$ cat config.mk
export PLATFORM = sky130hd
export DESIGN_NAME = imp_update_seq
export DESIGN_NICKNAME = d
export VERILOG_FILES = /design/src/rtl/imp_seq_pkg.sv /design/src/rtl/imp_target_sel.sv /design/src/rtl/imp_settle_timer.sv /design/src/rtl/imp_hiz_window.sv /design/src/rtl/imp_code_reg.sv /design/src/rtl/imp_update_seq.sv
export SDC_FILE = /design/constraint.sdc
export NUM_CORES = 1
export LEC_CHECK = 0
export BUFFER_PORTS_ARGS = -buffer_cell sky130_fd_sc_hd__buf_2
export CAP_MARGIN = 20
export CORE_MARGIN = 2
export CORE_UTILIZATION = 51
export CTS_BUF_LIST = sky130_fd_sc_hd__clkbuf_4
export CTS_CLUSTER_DIAMETER = 30
export DETAILED_ROUTE_END_ITERATION = 10
export PLACE_DENSITY = 0.71
export SLEW_MARGIN = 5
export SYNTH_ARGS = -nofsm -noshare
export SYNTH_HDL_FRONTEND = slang
export SYNTH_HIERARCHICAL = 1
export SYNTH_SLANG_ARGS = --single-unit
$ cat constraint.sdc
create_clock -name clk -period 3.5 [get_ports clk]
set_clock_uncertainty 0.05 [all_clocks]
set_input_delay 0.7 -clock clk [delete_from_list [all_inputs] [get_ports clk]]
set_output_delay 0.7 -clock clk [all_outputs]
set_load 0.05 [all_outputs]
$ cat src/rtl/imp_seq_pkg.sv
package imp_seq_pkg;

    // Per-edge bus operation indications that imply high-impedance outputs
    typedef struct packed {
        logic wr;
        logic desel;
        logic oe_off;
    } bus_ops_t;

    // Reason an update window opened at this edge
    typedef enum logic [2:0] {
        WIN_NONE   = 3'd0,
        WIN_SETTLE = 3'd1,
        WIN_WRITE  = 3'd2,
        WIN_DESEL  = 3'd3,
        WIN_OE     = 3'd4
    } win_src_e;

    function automatic logic ops_hiz(input bus_ops_t o);
        return o.wr | o.desel | o.oe_off;
    endfunction

    function automatic win_src_e classify(input bus_ops_t o, input logic settling);
        if (settling)     return WIN_SETTLE;
        else if (o.wr)    return WIN_WRITE;
        else if (o.desel) return WIN_DESEL;
        else if (o.oe_off) return WIN_OE;
        else              return WIN_NONE;
    endfunction

endpackage

$ cat src/rtl/imp_target_sel.sv
module imp_target_sel #(
    parameter int CODE_W = 6
) (
    input  logic [CODE_W-1:0] cal_code,
    input  logic              ref_open,
    output logic [CODE_W-1:0] target
);
    localparam logic [CODE_W-1:0] MAX_CODE = {CODE_W{1'b1}};

    // open or supply-tied reference selects the weakest drive
    always_comb begin
        if (ref_open) target = MAX_CODE;
        else          target = cal_code;
    end
endmodule

$ cat src/rtl/imp_settle_timer.sv
module imp_settle_timer #(
    parameter int SETTLE_CYCLES = 4096
) (
    input  logic clk,
    input  logic rst,
    output logic settled
);
    localparam int CNT_W = $clog2(SETTLE_CYCLES + 1);
    localparam logic [CNT_W-1:0] LAST = CNT_W'(SETTLE_CYCLES - 1);

    logic [CNT_W-1:0] cnt;

    always_ff @(posedge clk) begin
        if (rst) begin
            cnt     <= '0;
            settled <= 1'b0;
        end else if (!settled) begin
            cnt <= cnt + 1'b1;
            if (cnt == LAST) settled <= 1'b1;
        end
    end


    settled_sticky_chk: assert property (@(posedge clk) disable iff (rst)
        settled |=> settled);


    cnt_bound_chk: assert property (@(posedge clk) disable iff (rst)
        !settled |-> (cnt < CNT_W'(SETTLE_CYCLES)));
endmodule

$ cat src/rtl/imp_hiz_window.sv
module imp_hiz_window
    import imp_seq_pkg::*;
(
    input  bus_ops_t ops,
    input  logic     settled,
    output logic     open_win
);
    win_src_e src;

    // any high-impedance reason opens the window
    always_comb begin
        src      = classify(ops, !settled);
        open_win = (src != WIN_NONE);
    end


    always_comb begin
        if (settled && !ops_hiz(ops))
            closed_when_driving_chk: assert (!open_win);
    end
endmodule

$ cat src/rtl/imp_code_reg.sv
module imp_code_reg #(
    parameter int CODE_W = 6
) (
    input  logic              clk,
    input  logic              rst,
    input  logic              load,
    input  logic [CODE_W-1:0] target,
    output logic [CODE_W-1:0] drv_code,
    output logic              upd_strobe
);
    localparam logic [CODE_W-1:0] MAX_CODE = {CODE_W{1'b1}};


    always_ff @(posedge clk) begin
        if (rst) begin
            drv_code   <= MAX_CODE;
            upd_strobe <= 1'b0;
        end else begin
            upd_strobe <= load && (target != drv_code);
            if (load) drv_code <= target;
        end
    end


    strobe_on_change_chk: assert property (@(posedge clk) disable iff (rst)
        (drv_code != $past(drv_code)) |-> upd_strobe);


    no_strobe_if_same_chk: assert property (@(posedge clk) disable iff (rst)
        (load && target == drv_code) |=> !upd_strobe);
endmodule

$ cat src/rtl/imp_update_seq.sv
module imp_update_seq
    import imp_seq_pkg::*;
#(
    parameter int CODE_W        = 6,
    parameter int SETTLE_CYCLES = 4096
) (
    input  logic              clk,
    input  logic              rst,
    input  logic [CODE_W-1:0] cal_code,
    input  logic              ref_open,
    input  logic              wr_op,
    input  logic              desel_op,
    input  logic              oe_off,
    output logic [CODE_W-1:0] drv_code,
    output logic              settled,
    output logic              upd_strobe
);
    localparam logic [CODE_W-1:0] MAX_CODE = {CODE_W{1'b1}};

    bus_ops_t          ops;
    logic [CODE_W-1:0] target;
    logic              open_win;

    always_comb begin
        ops.wr     = wr_op;
        ops.desel  = desel_op;
        ops.oe_off = oe_off;
    end

    imp_target_sel #(.CODE_W(CODE_W)) u_sel (
        .cal_code (cal_code),
        .ref_open (ref_open),
        .target   (target)
    );

    imp_settle_timer #(.SETTLE_CYCLES(SETTLE_CYCLES)) u_timer (
        .clk     (clk),
        .rst     (rst),
        .settled (settled)
    );

    imp_hiz_window u_win (
        .ops      (ops),
        .settled  (settled),
        .open_win (open_win)
    );

    imp_code_reg #(.CODE_W(CODE_W)) u_reg (
        .clk        (clk),
        .rst        (rst),
        .load       (open_win),
        .target     (target),
        .drv_code   (drv_code),
        .upd_strobe (upd_strobe)
    );


    hold_while_driving_chk: assert property (@(posedge clk) disable iff (rst)
        (settled && !wr_op && !desel_op && !oe_off) |=> $stable(drv_code));


    open_ref_max_chk: assert property (@(posedge clk) disable iff (rst)
        (ref_open && (wr_op || desel_op || oe_off || !settled)) |=> (drv_code == MAX_CODE));


    settling_tracks_chk: assert property (@(posedge clk) disable iff (rst)
        (!settled && !ref_open) |=> (drv_code == $past(cal_code)));
endmodule

* Word level (Yosys, flattened, before mapping) *
Cells that the tools add are included.

operators by class
  reduce and logical (&&, ||, !) cells = 2
  $add $sub $neg = 1
  multiplexer cells = 7
  eq/ne operators = 2

operators with widths
  operator                                                number
  adder 13 x 1 -> 13 bit (second input constant)          1
  equality test 13 x 12 -> 1 bit (second input constant)  1
  two-way mux 3 bit                                       4
  two-way mux 6 bit                                       1
  inequality test 6 bit                                   1
  nonzero test 3 bit                                      1
  two-way mux 1 bit                                       2
  logical AND 1 bit                                       1

storage, ports and cells
  bits of input ports = 12
  bits in registers = 21

* Logic depth before layout (Yosys ltp) *
  depth in word-level cells = 6
  depth in mapped cells = 4
  mapped depth without buffers = 4

* Cells and area by module *
Netlist, hierarchy kept.

modules (own cells, without submodules)
  module            seq. area each (µm²)  area an instance (µm²)  cells each  instances
  imp_settle_timer  280.3                 635.6                   68          1
  imp_code_reg      140.1                 311.5                   29          1
  imp_target_sel    0.0                   37.5                    6           1
  imp_hiz_window    0.0                   10.0                    1           1

* Worst setup path before layout *
Ideal clock, no wire load.

  kind = register to register
  start = register u_timer.settled
  end = register u_reg.drv_code[5]
  cell stages (with the launch flop) = 4
  slack = 1.594 ns
  arrival = 1.736 ns
  required time = 3.330 ns
  cells stage by stage = dfxtp_1 -> or4b_1 -> buf_4 -> a211o_1

on the way
  word-level cells in the longest chain between the ends = 2

RTL lines
  what                      RTL line                source
  start: declaration        imp_settle_timer.sv:6   output logic settled
  start signal: assignment  imp_settle_timer.sv:16  settled <= 1'b0;
  start signal: assignment  imp_settle_timer.sv:19  if (cnt == LAST) settled <= 1'b1;
  two-way mux 3 bit         imp_seq_pkg.sv:24       if (settling) return WIN_SETTLE;
  nonzero test 3 bit        imp_hiz_window.sv:13    open_win = (src != WIN_NONE);
  via open_win              imp_update_seq.sv:22    logic open_win;
  end signal: assignment    imp_code_reg.sv:20      if (load) drv_code <= target;
  end: declaration          imp_code_reg.sv:8       output logic [CODE_W-1:0] drv_code,

The timed path passes the listed nets, and every way through them passes these cells.
A chain may end at the register's enable or synchronous reset.

* Worst setup path in the final report *
  start = register u_timer.settled
  end = output settled

RTL lines
  what              RTL line              source
  end: declaration  imp_update_seq.sv:15  output logic settled,

No word-level cell between the ends.

==> results.toml <==
[place]
place_hpwl_um = 1260
dpl_worst_slack_ns = 1.43
gpl.final_weighted_congestion = 0.675
port_buffers = 19
detailed_place.area_sq_um = 1110

[layout]
layout.filler_cells = 155
final_cell_area_sq_um = 1140
area_delta_synth_final_pct = 14.6
regArea_sq_um = 420
antenna-diode-count = 0
final_nets = 139
layout.cells.most_common_list = "dfxtp_1 (21), buf_2 (19), a21oi_1 (8), xor2_1 (7)"
final_layout_size_suffix_gt1_frac = 0.224
finish.utilization = 0.639
multiInputGateArea_sq_um = 556
layout_commonest_cell = "dfxtp_1"

[synthesis]
synth_top_area_cell = "dfxtp_1"
synthSimpleGateAreaFrac = 0.289
post_synth_num_cell_types = 30
synthesis.instances = 104
ys_warn_count = 6
parity_gate_share_of_the_synthesized_area_counting_xor_and_xnor_cells = 0.0881
synthAdderAreaFrac = 0.0126
synth-edff-count = 0
synthesized_area_fraction_occupied_by_ao_oa_aoi_and_oai_cells = 0.147
postSynth.asyncResetShare = 0
yosys_register_bits = 21
seq_area_frac_synth = 0.423
largest_family_of_logic_cells_by_synthesized_area = "simple AND/OR/NAND/NOR gates"
syn-mean-instance-area_sq_um = 9.56
mappedNetlistArea_sq_um = 995
postSynthNetCount = 117
yosysTopAreaCellShare = 0.423
synth.top_cells.by_area = "dfxtp_1 (42%), xor2_1 (6.2%), a211o_1 (5.3%), a21oi_1 (4.0%), nor2b_1 (3.8%)"
muxShareOfSynthArea = 0.0214
synthFlopType = "dfxtp_1"

[critical_path]
critPathBufInv = 1
critPathMaxStageDelay_ns = 0.49
regToRegStartpoint = "u_timer/settled"
cp_max_fo = 9
r2r-end = "u_reg/drv_code[5]"
worstSetupPathType = "reg -> out"
critical-path-top-delay-family = "flip-flops"
critPathSlowestCell = "dfxtp_1"
cp_data_required_time_ns = 2.75
worst-endpoint-arrival_ns = 1.13
crit_chain = "buf_2"
worst_setup_path_end_kind = "output pin"
cp-start-kind = "flip-flop"
reg2regPathDepth = 2
timing.reg2reg.setup_slack_ns = 1.79

[sta]
totalNegativeSetupSlack_ns = 0
maxSlewHeadroom = 0.708
hold_viol = 0
grt_setup_unrepaired = "false"
worst_pin_slew_ns = 0.438
final-setup-viol-count = 0
timing.fmax_mhz = 531
period_needed_ns = 1.88
timing.final.crit_share = 0.538
max_slew_violation_count = 0
timing.final.ws_setup_ns = 1.62

[drt]
drt_first_pass_iters = 4
finalWirelength_um = 1720
total_via_count_after_detailed_routing = 803
drt_iter0_drc = 16
wl_per_cell_um = 11.4
detail-route-antenna-nets = 0
route.detailed.drc = 0
via_density = 5.35

[grt]
grt-ovfl-total = 0
grtUsageTotal = 0.171
via_count_of_the_first_global_routing_pass = 641
grt_antenna_before_repair = 0
grt_first_pass_wirelength_um = 2660
grt_max_degree = 23

[cts]
cts_buffers = 3
clock_tree.root_cell = "clkbuf_4"
clk_latency_ns = 0.31
post-cts-setup-buffers = 0
clkTransAtPathRegs_ns = 0.13
max-clock-path-buffers = 2
clock_sink_count = 21
tritoncts = "done"
cts-hold-fix-buffers = 0
cts.repair.resized = 0
cts.htree.levels = 1

[hold_path]
worst_hold_path.num_cells = 2
holdCritPathClass = "reg -> reg"
worst_hold_path.endpoint = "u_timer/cnt[12]"
holdCritStartpoint = "u_timer/cnt[12]"

[run]
max_cap_violations = 0

[floorplan]
start_util = 0.558
core.rowCount = 15
io_pins = 20
dieHeight_um = 48.2
die_w_um = 48.2
dieArea_sq_um = 2320
coreArea_sq_um = 1780

[pwr]
p_int_uw = 309
cellLeakagePower_nw = 0.437
logic_pwr_share = 0.116
sequential_power_share = 0.600
power.switching_uw = 112
switching_share = 0.266
power_frac_clock = 0.283
ir_worst_vdd_v = 0.000221
powerDensity_nw_per_um2 = 369

[status]
outcome = "finished clean"
## registers in the layout (all words and copies together) (netlist names)
signal and count:
u_timer/settled 1, u_timer/cnt 13, u_reg/upd_strobe 1, u_reg/drv_code 6
## kinds of logic (layout without fill, tap and decap cells)
kind of cell               count (synthesis)  count (layout)
buffers and inverters                      4              25
and+or+nand+nor                           44              44
xor gates and xnor gates                  10              10
muxes                                      2               2
AOI/OAI and AO/OA                         22              22
adders and majority gates                  1               1
DFF                                       21              21
## cell usage after synthesis (all sizes together) (2+ instances only)
master,count
nand4,3
or4,4
dfxtp,21
o21ai,3
nand4b,3
inv,2
or2,6
a21oi,8
a211o,6
nor4,2
nor2b,7
or3,4
nand3,3
xor2,7
nand2,3
xnor2,3
o31ai,4
nor2,6
## metal layers
layer,wire [um],global-route usage
met1,757,0.185
met2,846,0.292
met3,88,0.0778
met4,24,0.0649
met5,0,0
## power by group through the flow
stage	combinational, mW	sequential (mW)	clock, mW
3_5_place_dp	0.0495	0.258	0
5_1_grt	0.0533	0.254	0.135
4_1_cts	0.0496	0.253	0.126
6_report	0.0489	0.252	0.119
3_3_place_gp	0.0486	0.257	0
2_1_floorplan	0.0209	0.271	0
## through the flow
step | power (mW) | std cells | hold slack [ns]
2_1_floorplan | 0.292 | 104 | 0.391
3_3_place_gp | 0.306 | 146 | 0.407
3_5_place_dp | 0.307 | 146 | 0.428
4_1_cts | 0.429 | 150 | 0.444
5_1_grt | 0.442 | 150 | 0.474
6_report | 0.420 | 150 | 0.438
## final cells by class
type / instances / share of cell area
sequential: 21 / 0.369
clock inverter: 1 / 0.00659
tap: 25 / 0.0274
inverter: 2 / 0.00659
clock buffer: 3 / 0.0198
multi-input combinational: 79 / 0.487
timing repair buffer: 19 / 0.0834
## tightest hold or removal path: stages (launching register included)
cell	delay [ns]
dfxtp_1	0.34
o31ai_1	0.06
a21oi_1	0.05
## worst max-delay path by stage
stage	from	endpoint	slack, ns	cells after the start
floorplan	u_timer/settled	u_reg/drv_code[5]	1.59	3
global placement	wr_op	u_reg/drv_code[5]	1.44	3
detailed placement	wr_op	u_reg/drv_code[5]	1.43	3
CTS	u_timer/settled	settled	1.60	1
global route	u_timer/settled	settled	1.53	1
finish	u_timer/settled	settled	1.62	1
(Power assumes the default switching activity.)
